File: src/rtl/bwb_pkg.sv
package bwb_pkg;
  localparam logic [7:0] OP_RD_REQ = 8'hA1;
  localparam logic [7:0] OP_WR_REQ = 8'hA2;
  localparam logic [7:0] OP_RD_RSP = 8'hA3;
  localparam logic [7:0] OP_WR_RSP = 8'hA4;

  typedef enum logic [2:0] {
    ST_IDLE,    // waiting for an opcode byte
    ST_HDR,     // collecting address and count
    ST_WDATA,   // collecting write bytes into the word buffer
    ST_WBUS,    // write cycle outstanding
    ST_RHDR,    // sending response header
    ST_RBUS,    // read cycle outstanding
    ST_RSHIFT,  // sending read bytes of the captured word
    ST_SKIP     // discarding bytes up to the frame end
  } bwb_state_e;
endpackage

File: src/rtl/bwb_lane_mask.sv
module bwb_lane_mask #(
  parameter int LANES = 4,
  parameter int CNT_W = 16,
  localparam int LANE_W = $clog2(LANES)
) (
  input  logic [LANE_W-1:0] start,
  input  logic [CNT_W-1:0]  remaining,
  output logic [LANES-1:0]  mask
);
  // lane g is selected when it lies at or above the start lane and
  // within the bytes still owed
  for (genvar g = 0; g < LANES; g++) begin : g_lane
    assign mask[g] = (32'(start) <= 32'(g)) &&
                     (32'(remaining) > (32'(g) - 32'(start)));
  end
endmodule

File: src/rtl/bwb_rsp_reg.sv
module bwb_rsp_reg #(
  parameter int W = 8
) (
  input  logic         clk,
  input  logic         rst,
  input  logic         push,
  input  logic [W-1:0] push_data,
  input  logic         push_last,
  output logic         room,
  output logic         out_valid,
  output logic [W-1:0] out_data,
  output logic         out_last,
  input  logic         out_ready
);
  assign room = !out_valid || out_ready;

  always_ff @(posedge clk) begin
    if (rst) begin
      out_valid <= 1'b0;
      out_data  <= '0;
      out_last  <= 1'b0;
    end else if (push) begin
      out_valid <= 1'b1;
      out_data  <= push_data;
      out_last  <= push_last;
    end else if (out_ready) begin
      out_valid <= 1'b0;
    end
  end
endmodule

File: src/rtl/bwb_bridge.sv
module bwb_bridge #(
  parameter int ADDR_W = 32,
  parameter int CNT_W  = 16,
  parameter int DATA_W = 32,
  localparam int LANES    = DATA_W / 8,
  localparam int LANE_W   = $clog2(LANES),
  localparam int WB_ADR_W = ADDR_W - LANE_W
) (
  input  logic                clk,
  input  logic                rst,
  input  logic [7:0]          cmd_data,
  input  logic                cmd_valid,
  input  logic                cmd_last,
  output logic                cmd_ready,
  output logic [7:0]          rsp_data,
  output logic                rsp_valid,
  output logic                rsp_last,
  input  logic                rsp_ready,
  output logic [WB_ADR_W-1:0] wb_adr,
  output logic [DATA_W-1:0]   wb_dat_o,
  input  logic [DATA_W-1:0]   wb_dat_i,
  output logic                wb_we,
  output logic [LANES-1:0]    wb_sel,
  output logic                wb_stb,
  output logic                wb_cyc,
  input  logic                wb_ack,
  output logic                busy
);
  import bwb_pkg::*;

  localparam int HDR_W     = ADDR_W + CNT_W;
  localparam int HDR_BYTES = HDR_W / 8;
  localparam int IDX_W     = $clog2(HDR_BYTES + 1);

  bwb_state_e          state;
  logic [IDX_W-1:0]    hdr_idx;
  logic [IDX_W-1:0]    rsp_idx;
  logic [HDR_W-9:0]    hdr_sr;
  logic [HDR_W-1:0]    hdr_full;
  logic [HDR_W-1:0]    echo_sr;
  logic                is_write;
  logic                cnt_zero;
  logic                seen_last;
  logic [ADDR_W-1:0]   addr;
  logic [CNT_W-1:0]    count;
  logic [WB_ADR_W-1:0] adr_q;
  logic [DATA_W-1:0]   wbuf;
  logic [LANES-1:0]    wsel;
  logic [DATA_W-1:0]   rbuf;
  logic [LANES-1:0]    rd_mask;
  logic [LANE_W-1:0]   lane;
  logic                beat;
  logic                room;
  logic                push;
  logic [7:0]          push_data;
  logic                push_last;
  logic                last_lane;
  logic                final_byte;

  assign lane       = addr[LANE_W-1:0];
  assign last_lane  = (lane == LANE_W'(LANES - 1));
  assign final_byte = (count == CNT_W'(1));
  assign hdr_full   = {hdr_sr, cmd_data};
  assign beat       = cmd_valid && cmd_ready;

  bwb_lane_mask #(.LANES(LANES), .CNT_W(CNT_W)) u_mask (
    .start     (lane),
    .remaining (count),
    .mask      (rd_mask)
  );

  bwb_rsp_reg #(.W(8)) u_rsp (
    .clk       (clk),
    .rst       (rst),
    .push      (push),
    .push_data (push_data),
    .push_last (push_last),
    .room      (room),
    .out_valid (rsp_valid),
    .out_data  (rsp_data),
    .out_last  (rsp_last),
    .out_ready (rsp_ready)
  );

  // stream and bus outputs
  always_comb begin
    cmd_ready = (state == ST_IDLE) || (state == ST_HDR) ||
                (state == ST_WDATA) || (state == ST_SKIP);
    wb_cyc    = (state == ST_WBUS) || (state == ST_RBUS);
    wb_stb    = wb_cyc;
    wb_we     = (state == ST_WBUS);
    wb_sel    = (state == ST_WBUS) ? wsel :
                (state == ST_RBUS) ? rd_mask : '0;
    wb_adr    = adr_q;
    wb_dat_o  = wbuf;
    busy      = ((state != ST_IDLE) && (state != ST_SKIP)) || rsp_valid;

    push      = 1'b0;
    push_data = 8'h00;
    push_last = 1'b0;
    if (state == ST_RHDR) begin
      push      = room;
      push_data = (rsp_idx == '0) ? (is_write ? OP_WR_RSP : OP_RD_RSP)
                                  : echo_sr[HDR_W-1 -: 8];
      push_last = (rsp_idx == IDX_W'(HDR_BYTES)) && (is_write || cnt_zero);
    end else if (state == ST_RSHIFT) begin
      push      = room;
      push_data = rbuf[8*lane +: 8];
      push_last = final_byte;
    end
  end

  always_ff @(posedge clk) begin
    if (rst) begin
      state     <= ST_IDLE;
      hdr_idx   <= '0;
      rsp_idx   <= '0;
      hdr_sr    <= '0;
      echo_sr   <= '0;
      is_write  <= 1'b0;
      cnt_zero  <= 1'b0;
      seen_last <= 1'b0;
      addr      <= '0;
      count     <= '0;
      adr_q     <= '0;
      wbuf      <= '0;
      wsel      <= '0;
      rbuf      <= '0;
    end else begin
      unique case (state)
        ST_IDLE: begin
          if (beat) begin
            if ((cmd_data == OP_RD_REQ) || (cmd_data == OP_WR_REQ)) begin
              is_write <= (cmd_data == OP_WR_REQ);
              hdr_idx  <= '0;
              if (!cmd_last) state <= ST_HDR;
            end else if (!cmd_last) begin
              state <= ST_SKIP;
            end
          end
        end

        ST_HDR: begin
          if (beat) begin
            hdr_sr  <= hdr_full[HDR_W-9:0];
            hdr_idx <= hdr_idx + 1'b1;
            if (hdr_idx == IDX_W'(HDR_BYTES - 1)) begin
              addr      <= hdr_full[HDR_W-1:CNT_W];
              count     <= hdr_full[CNT_W-1:0];
              echo_sr   <= hdr_full;
              cnt_zero  <= (hdr_full[CNT_W-1:0] == '0);
              seen_last <= cmd_last;
              rsp_idx   <= '0;
              wsel      <= '0;
              if (is_write && (hdr_full[CNT_W-1:0] != '0))
                state <= cmd_last ? ST_IDLE : ST_WDATA;
              else
                state <= ST_RHDR;
            end else if (cmd_last) begin
              state <= ST_IDLE;
            end
          end
        end

        ST_WDATA: begin
          if (beat) begin
            wbuf[8*lane +: 8] <= cmd_data;
            wsel[lane]        <= 1'b1;
            addr              <= addr + 1'b1;
            count             <= count - 1'b1;
            if (last_lane || final_byte) begin
              adr_q <= addr[ADDR_W-1:LANE_W];
              if (cmd_last && !final_byte) begin
                state <= ST_IDLE;
              end else begin
                seen_last <= cmd_last;
                state     <= ST_WBUS;
              end
            end else if (cmd_last) begin
              state <= ST_IDLE;
            end
          end
        end

        ST_WBUS: begin
          if (wb_ack) begin
            wsel  <= '0;
            state <= (count == '0) ? ST_RHDR : ST_WDATA;
          end
        end

        ST_RHDR: begin
          if (room) begin
            rsp_idx <= rsp_idx + 1'b1;
            if (rsp_idx != '0) echo_sr <= echo_sr << 8;
            if (rsp_idx == IDX_W'(HDR_BYTES)) begin
              if (is_write || cnt_zero) begin
                state <= seen_last ? ST_IDLE : ST_SKIP;
              end else begin
                adr_q <= addr[ADDR_W-1:LANE_W];
                state <= ST_RBUS;
              end
            end
          end
        end

        ST_RBUS: begin
          if (wb_ack) begin
            rbuf  <= wb_dat_i;
            state <= ST_RSHIFT;
          end
        end

        ST_RSHIFT: begin
          if (room) begin
            addr  <= addr + 1'b1;
            count <= count - 1'b1;
            if (final_byte) begin
              state <= seen_last ? ST_IDLE : ST_SKIP;
            end else if (last_lane) begin
              adr_q <= addr[ADDR_W-1:LANE_W] + 1'b1;
              state <= ST_RBUS;
            end
          end
        end

        ST_SKIP: begin
          if (beat && cmd_last) state <= ST_IDLE;
        end

        default: state <= ST_IDLE;
      endcase
    end
  end
endmodule

File: config.mk
export PLATFORM = sky130hd
export DESIGN_NAME = bwb_bridge
export DESIGN_NICKNAME = d
export VERILOG_FILES = /design/src/rtl/bwb_pkg.sv /design/src/rtl/bwb_lane_mask.sv /design/src/rtl/bwb_rsp_reg.sv /design/src/rtl/bwb_bridge.sv
export SDC_FILE = /design/constraint.sdc
export NUM_CORES = 1
export LEC_CHECK = 0
export ABC_AREA = 1
export CAP_MARGIN = 10
export CORE_ASPECT_RATIO = 1.75
export CORE_MARGIN = 2
export CORE_UTILIZATION = 63
export CTS_CLUSTER_SIZE = 24
export DETAILED_ROUTE_END_ITERATION = 7
export PLACE_DENSITY_LB_ADDON = 0.2
export RECOVER_POWER = 50
export SKIP_LAST_GASP = 1
export SYNTH_ARGS = -nofsm -noshare
export SYNTH_HDL_FRONTEND = slang
export SYNTH_SLANG_ARGS = --single-unit
File: constraint.sdc
create_clock -name clk -period 8.7 [get_ports clk]
set_input_delay 1.74 -clock clk [delete_from_list [all_inputs] [get_ports clk]]
set_output_delay 1.74 -clock clk [all_outputs]
set_load 0.01 [all_outputs]
After elaboration in Yosys (flattened, before gate mapping)
Cells that the tools add are included.
Operators by class
  add/sub/neg operators: 10
  order comparisons: 9
  equal/unequal tests: 33
  shift-type cells: 3
  muxes and demuxes: 82
  bitwise logic cells: 1
  reductions and logical operators: 48
Operators by type and width (number)
  30-bit two-way mux: 8
  48-bit two-way mux: 4
  16-bit by 32-bit > comparator with 1-bit output: 4
  32-bit two-way mux: 4
  32-bit case mux with 3 select lines: 1
  48-bit case mux with 2 select lines: 1
  30-bit case mux with 3 select lines: 1
  3-bit two-way mux: 28
  16-bit two-way mux: 4
  16-bit case mux with 3 select lines: 1
  5-bit negation with 34-bit output: 1
  8-bit by 34-bit variable shift with 32-bit output, first input constant: 1
  8-bit by 34-bit indexed part select with 32-bit output: 1
  32-bit by 1-bit adder with 32-bit output, second input constant: 1
  32-bit bitwise mux: 1
  16-bit zero test: 2
  32-bit by 6-bit indexed part select with 8-bit output: 1
  30-bit by 1-bit adder with 30-bit output, second input constant: 1
  4-bit two-way mux: 6
  8-bit two-way mux: 3
  3-bit case mux with 8 select lines: 1
  2-bit != test, second input constant: 11
  3-bit equality test, second input constant: 6
  16-bit by 1-bit equality test with 1-bit output, second input constant: 1
  other kinds (35): 93
Storage, ports and cells
  bits in registers: 256
  bits of input ports: 46
  logic and storage cells: 203

Logic depth before layout (Yosys ltp)
  depth in word-level cells: 8
  mapped depth: 16

Cells and area by module
A second synthesis with hierarchy kept.
Second synthesis, totals
  cell total of the unflattened synthesis: 2070
  area, all modules: 13962.1 um^2
By module, submodules not included
  bwb_bridge: times used 1, cells an instance 1823, area an instance 12304.3 um^2, sequential area each 4924.7 um^2
  bwb_lane_mask: times used 1, cells an instance 204, area an instance 1305.0 um^2, sequential area each 0.0 um^2
  bwb_rsp_reg: times used 1, cells an instance 43, area an instance 352.8 um^2, sequential area each 200.2 um^2

Least setup slack after synthesis
Ideal clock, no wire load.
  path kind: flip-flop to output port
  from: register addr[0]
  to: output wb_sel[0]
  data arrival time: 2.452 ns
  slack: 4.508 ns
  stages on the path, launching flop included: 17
  path buffers: 2
  cell sequence: dfxtp_1 > buf_2 > clkinv_1 > clkbuf_1 > ha_1 > inv_1 > ha_1 > inv_1 > o21bai_1 > nand3_1 > o21ai_0 > nand2_1 > nand2_1 > nand2_1 > nand2_1 > nand4_1 > nand2_1
On the way
  longest elaborated chain between the ends: 5
  elaborated cells between the ends (all ways): 6
  classes of those cells: 1 x add/sub; 2 x order compare; 2 x mux; 1 x reduce/logical
RTL lines
  from (decl): RTL line bwb_bridge.sv:44  | logic [ADDR_W-1:0] addr;
  from (signal assigned): RTL line bwb_bridge.sv:148  | addr <= hdr_full[HDR_W-1:CNT_W];
  from (signal assigned): RTL line bwb_bridge.sv:169  | addr <= addr + 1'b1;
  from (signal assigned): RTL line bwb_bridge.sv:216  | addr <= addr + 1'b1;
  1-bit by 2-bit subtractor with 3-bit output: RTL line bwb_lane_mask.sv:14  | (32'(remaining) > (32'(g) - 32'(start)));
  16-bit by 32-bit > comparator with 1-bit output: RTL line bwb_lane_mask.sv:14
  1-bit logical AND *: RTL line bwb_lane_mask.sv:13  | assign mask[g] = (32'(start) <= 32'(g)) &&
  4-bit two-way mux *: RTL line bwb_bridge.sv:93  | (state == ST_RBUS) ? rd_mask : '0;
  4-bit two-way mux *: RTL line bwb_bridge.sv:92  | wb_sel = (state == ST_WBUS) ? wsel :
  to (decl): RTL line bwb_bridge.sv:23  | output logic [LANES-1:0] wb_sel,
Every way passes the cells marked *; elsewhere a longest branch is shown, timed or not.

==> flow_metrics.env <==
export IMPL_hold_path_class="reg2reg"
export IMPL_portBuffers=126
export IMPL_cts_made_buffers=24
export IMPL_clock_path_buffers=3
export IMPL_synth_flop_cell="dfxtp_1"
export IMPL_worstRegToRegCells=12
export IMPL_grt_pass1_wl_um=69300
export IMPL_worst_pin_slew_ps=4470
export IMPL_end_kind="flop"
export IMPL_netlist_instances=2029
export IMPL_ctsResizeCount=0
export IMPL_die_x_um=115
export IMPL_violations="max-capacitance violations, max-slew violations"
export IMPL_io_pins=127
export IMPL_clk_pin_slew_ps=70
export IMPL_cts_root_buf="clkbuf_16"
export IMPL_hold_viol=0
export IMPL_r2r_end="count[0]"
export IMPL_outcome="complete, but fails checks"
export IMPL_synth_seq_cells=256
export IMPL_async_reset_ff_share_pct=0
export IMPL_num_rows=71
export IMPL_area_growth_pct=14.8
export IMPL_gp_congestion=1.03
export IMPL_min_to="rbuf[12]"
export IMPL_slew_headroom_pct=-198
export IMPL_grt_max_degree=123
export IMPL_cts_sinks=256
export IMPL_num_vias=14300
export IMPL_die_area_sq_um=22900
export IMPL_vias_per_cell=6.00
export IMPL_drt_iter0_drc=1276
export IMPL_synth_top_area_share_pct=37.5
export IMPL_crit_chain="buf_4, clkinvlp_2, clkbuf_1, o21ai_0, nor2_1"
export IMPL_synth_area_leaders="dfxtp_1 (37%), nand2_1 (13%), a21oi_1 (8.9%)"
export IMPL_drt_pass1_iterations=6
export IMPL_max_clock_freq_mhz=146
export IMPL_crit_path_top_delay_cell="clkbuf_1"
export IMPL_maxSlewViolCount=245
export IMPL_postCtsSetupBuffers=0
export IMPL_h_tree_depth=1
export IMPL_rrSetupSlack_ps=2750
export IMPL_synth_largest_area_cell="dfxtp_1"
export IMPL_holdWs_ps=459
export IMPL_drive_gt1_share_pct=3.72
export IMPL_fin_skew_ps=26.3
export IMPL_start_util_pct=63.8
export IMPL_cts_tree="built"
export IMPL_yosysSeqAreaShare_pct=37.5
export IMPL_setup_viol=0
export IMPL_dp_hpwl_um=32100
export IMPL_vdd_drop_max_uv=210
export IMPL_maxCapViolCount=3
export IMPL_cp_start_kind="input pin"
export IMPL_critPathLaunch="rst"
export IMPL_grt_pass1_vias=13400
export IMPL_arrival_ps=7290
export IMPL_groute_usage_overall_pct=39.0
export IMPL_route_detailed_drc=0
export IMPL_grt_overflow=0
export IMPL_syn_num_nets=2129
export IMPL_period_share_pct=78.7
export IMPL_powerDensity_nw_per_um2=290
export IMPL_rsz0062_at_grt="false"
export IMPL_synth_cell_area_sq_um=13700
export IMPL_worstSetupPathType="in2reg"
export IMPL_yosysWarningCount=0
export IMPL_wire_per_inst_um=19.0
export IMPL_postCtsHoldBufs=0
export IMPL_synth_edf_count=0
export IMPL_yosysUniqueCellTypes=42
export IMPL_antenna_found_initial=1
export IMPL_clock_latency_ps=560
export IMPL_postRouteAntennaNets=0
export IMPL_crit_fanout=122
export IMPL_leakage_nw=6.25
export IMPL_final_setup_tns_ps=0
export IMPL_totalWireLength_um=45400
export IMPL_die_height_um=199
export IMPL_coreArea_sq_um=21400
export IMPL_syn_area_per_cell_sq_um=6.74
export IMPL_rr_startpoint="state[1]"
export IMPL_slowest_delay_ps=3150
export IMPL_hold_depth=2
export IMPL_crit_required_ps=9150
export IMPL_nets=2181
export IMPL_hp_start="rbuf[12]"
export IMPL_fin_crit_ps=6840
==> metal layers <==
layer	routed length, um	track usage (%)	up-vias
met3	2950	6.55	218
met1	15700	40.4	6602
li1	-	-	6886
met4	4220	31.9	0
met5	0	0	-
met2	22600	67.4	641
==> final cells by class <==
type	instances	area (sq um)
flip-flops and latches	256	5120
well taps	292	365
multi-input cells	1495	7430
inverters	163	613
diodes	1	2.50
clock inverters	9	87.6
repair buffers	141	1350
fillers	1752	5710
clock buffers	35	722
==> cell usage in the layout (no fill, tap or decap), types with 2 or more instances in the layout <==
cell             netlist  routed
o21a_1                 3       3
nor2_4                 1       2
nor2_2                 8       8
or3_1                 17      17
a211oi_1              12      12
clkbuf_16              0      24
nand3_2                2       2
inv_2                  5       5
buf_4                  9      11
nand4_1               17      17
o211ai_1               7       7
o21ai_1               23      20
o21ai_0              196     199
o22ai_1                3       3
or2_2                  3       3
dlygate4sd3_1          0      76
clkbuf_1              78       8
nand2_2                4       3
nand3_1              120     120
clkbuf_8               0       8
a21oi_1              243     243
clkdlybuf4s50_1        0      49
clkinv_2               0       6
clkinv_1               3       3
xnor2_1                8       8
ha_1                  54      54
o31ai_1                3       3
dfxtp_1              256     256
inv_1                155     154
nand2_1              464     466
nor3_1                34      34
xor2_1                19      19
a31oi_1               58      58
nor2_1               186     185
==> worst max-delay path, delay by kind of cell <==
family | cells | cell delay (ps)
buffers and inverters | 3 | 3920
and+or+nand+nor | 1 | 340
AOI/OAI and AO/OA | 1 | 1210
==> power by group <==
part	internal, mW	switching, mW
Sequential	1.38	0.203
Combinational	0.615	1.26
Clock	0.609	0.472
==> synth_stat cells, types with 4 or more instances <==
master	count
a211oi_1	12
a21oi_1	243
a31oi_1	58
buf_1	5
buf_2	22
buf_4	9
clkbuf_1	78
dfxtp_1	256
ha_1	54
inv_1	155
inv_2	5
nand2_1	464
nand2_2	4
nand3_1	120
nand4_1	17
nor2_1	186
nor2_2	8
nor3_1	34
o211ai_1	7
o21ai_0	196
o21ai_1	23
or3_1	17
xnor2_1	8
xor2_1	19
==> through the flow <==
| stage | std cells | area (sq um) | utilization, % | total power, mW | setup WS [ps] |
|---|---|---|---|---|---|
| 3_3_place_gp | 2347 | 14900 | 69.7 | 3.40 | 3310 |
| 3_5_place_dp | 2347 | 14900 | 69.7 | 3.45 | 3330 |
| 2_1_floorplan | 2029 | 13700 | - | 2.86 | 4510 |
| 4_1_cts | 2391 | 15700 | 73.5 | 4.53 | 2750 |
| 5_1_grt | 2391 | 15700 | 73.3 | 4.81 | 1410 |
| 6_report | 2392 | 15700 | 73.3 | 4.54 | 1860 |
==> logic make-up (layout without fill, tap and decap cells) <==
group,after synthesis,in the layout,synth area share (%)
buffers and inverters,278,348,8.14
adder cells (fa/ha/maj),54,54,4.94
XOR/XNOR,27,27,1.73
AND/OR/NAND/NOR,861,861,26.3
AO/OA/AOI/OAI,553,553,21.4
other,0,1,0
flip-flops,256,256,37.5
==> worst max path at each step <==
stage | to | slack (ps) | cells past startpoint
after floorplan | wb_sel[0] | 4510 | 16
after global placement | wb_sel[0] | 3310 | 13
after detailed placement | wb_sel[0] | 3330 | 13
after CTS | wb_sel[0] | 2750 | 13
after global routing | wsel[0] | 1410 | 5
final | wsel[1] | 1860 | 5
==> sequential cells by signal, summed over array words and instances (netlist names) <==
| name | flops |
|---|---|
| echo_sr | 48 |
| hdr_sr | 40 |
| addr | 32 |
| rbuf | 32 |
| wb_dat_o | 32 |
| wb_adr | 30 |
| count | 16 |
| u_rsp.out_data | 8 |
| wsel | 4 |
| hdr_idx | 3 |
| rsp_idx | 3 |
| state | 3 |
| cnt_zero | 1 |
| is_write | 1 |
| seen_last | 1 |
| u_rsp.out_last | 1 |
| u_rsp.out_valid | 1 |
No activity file was read; power rests on OpenSTA's default activity.
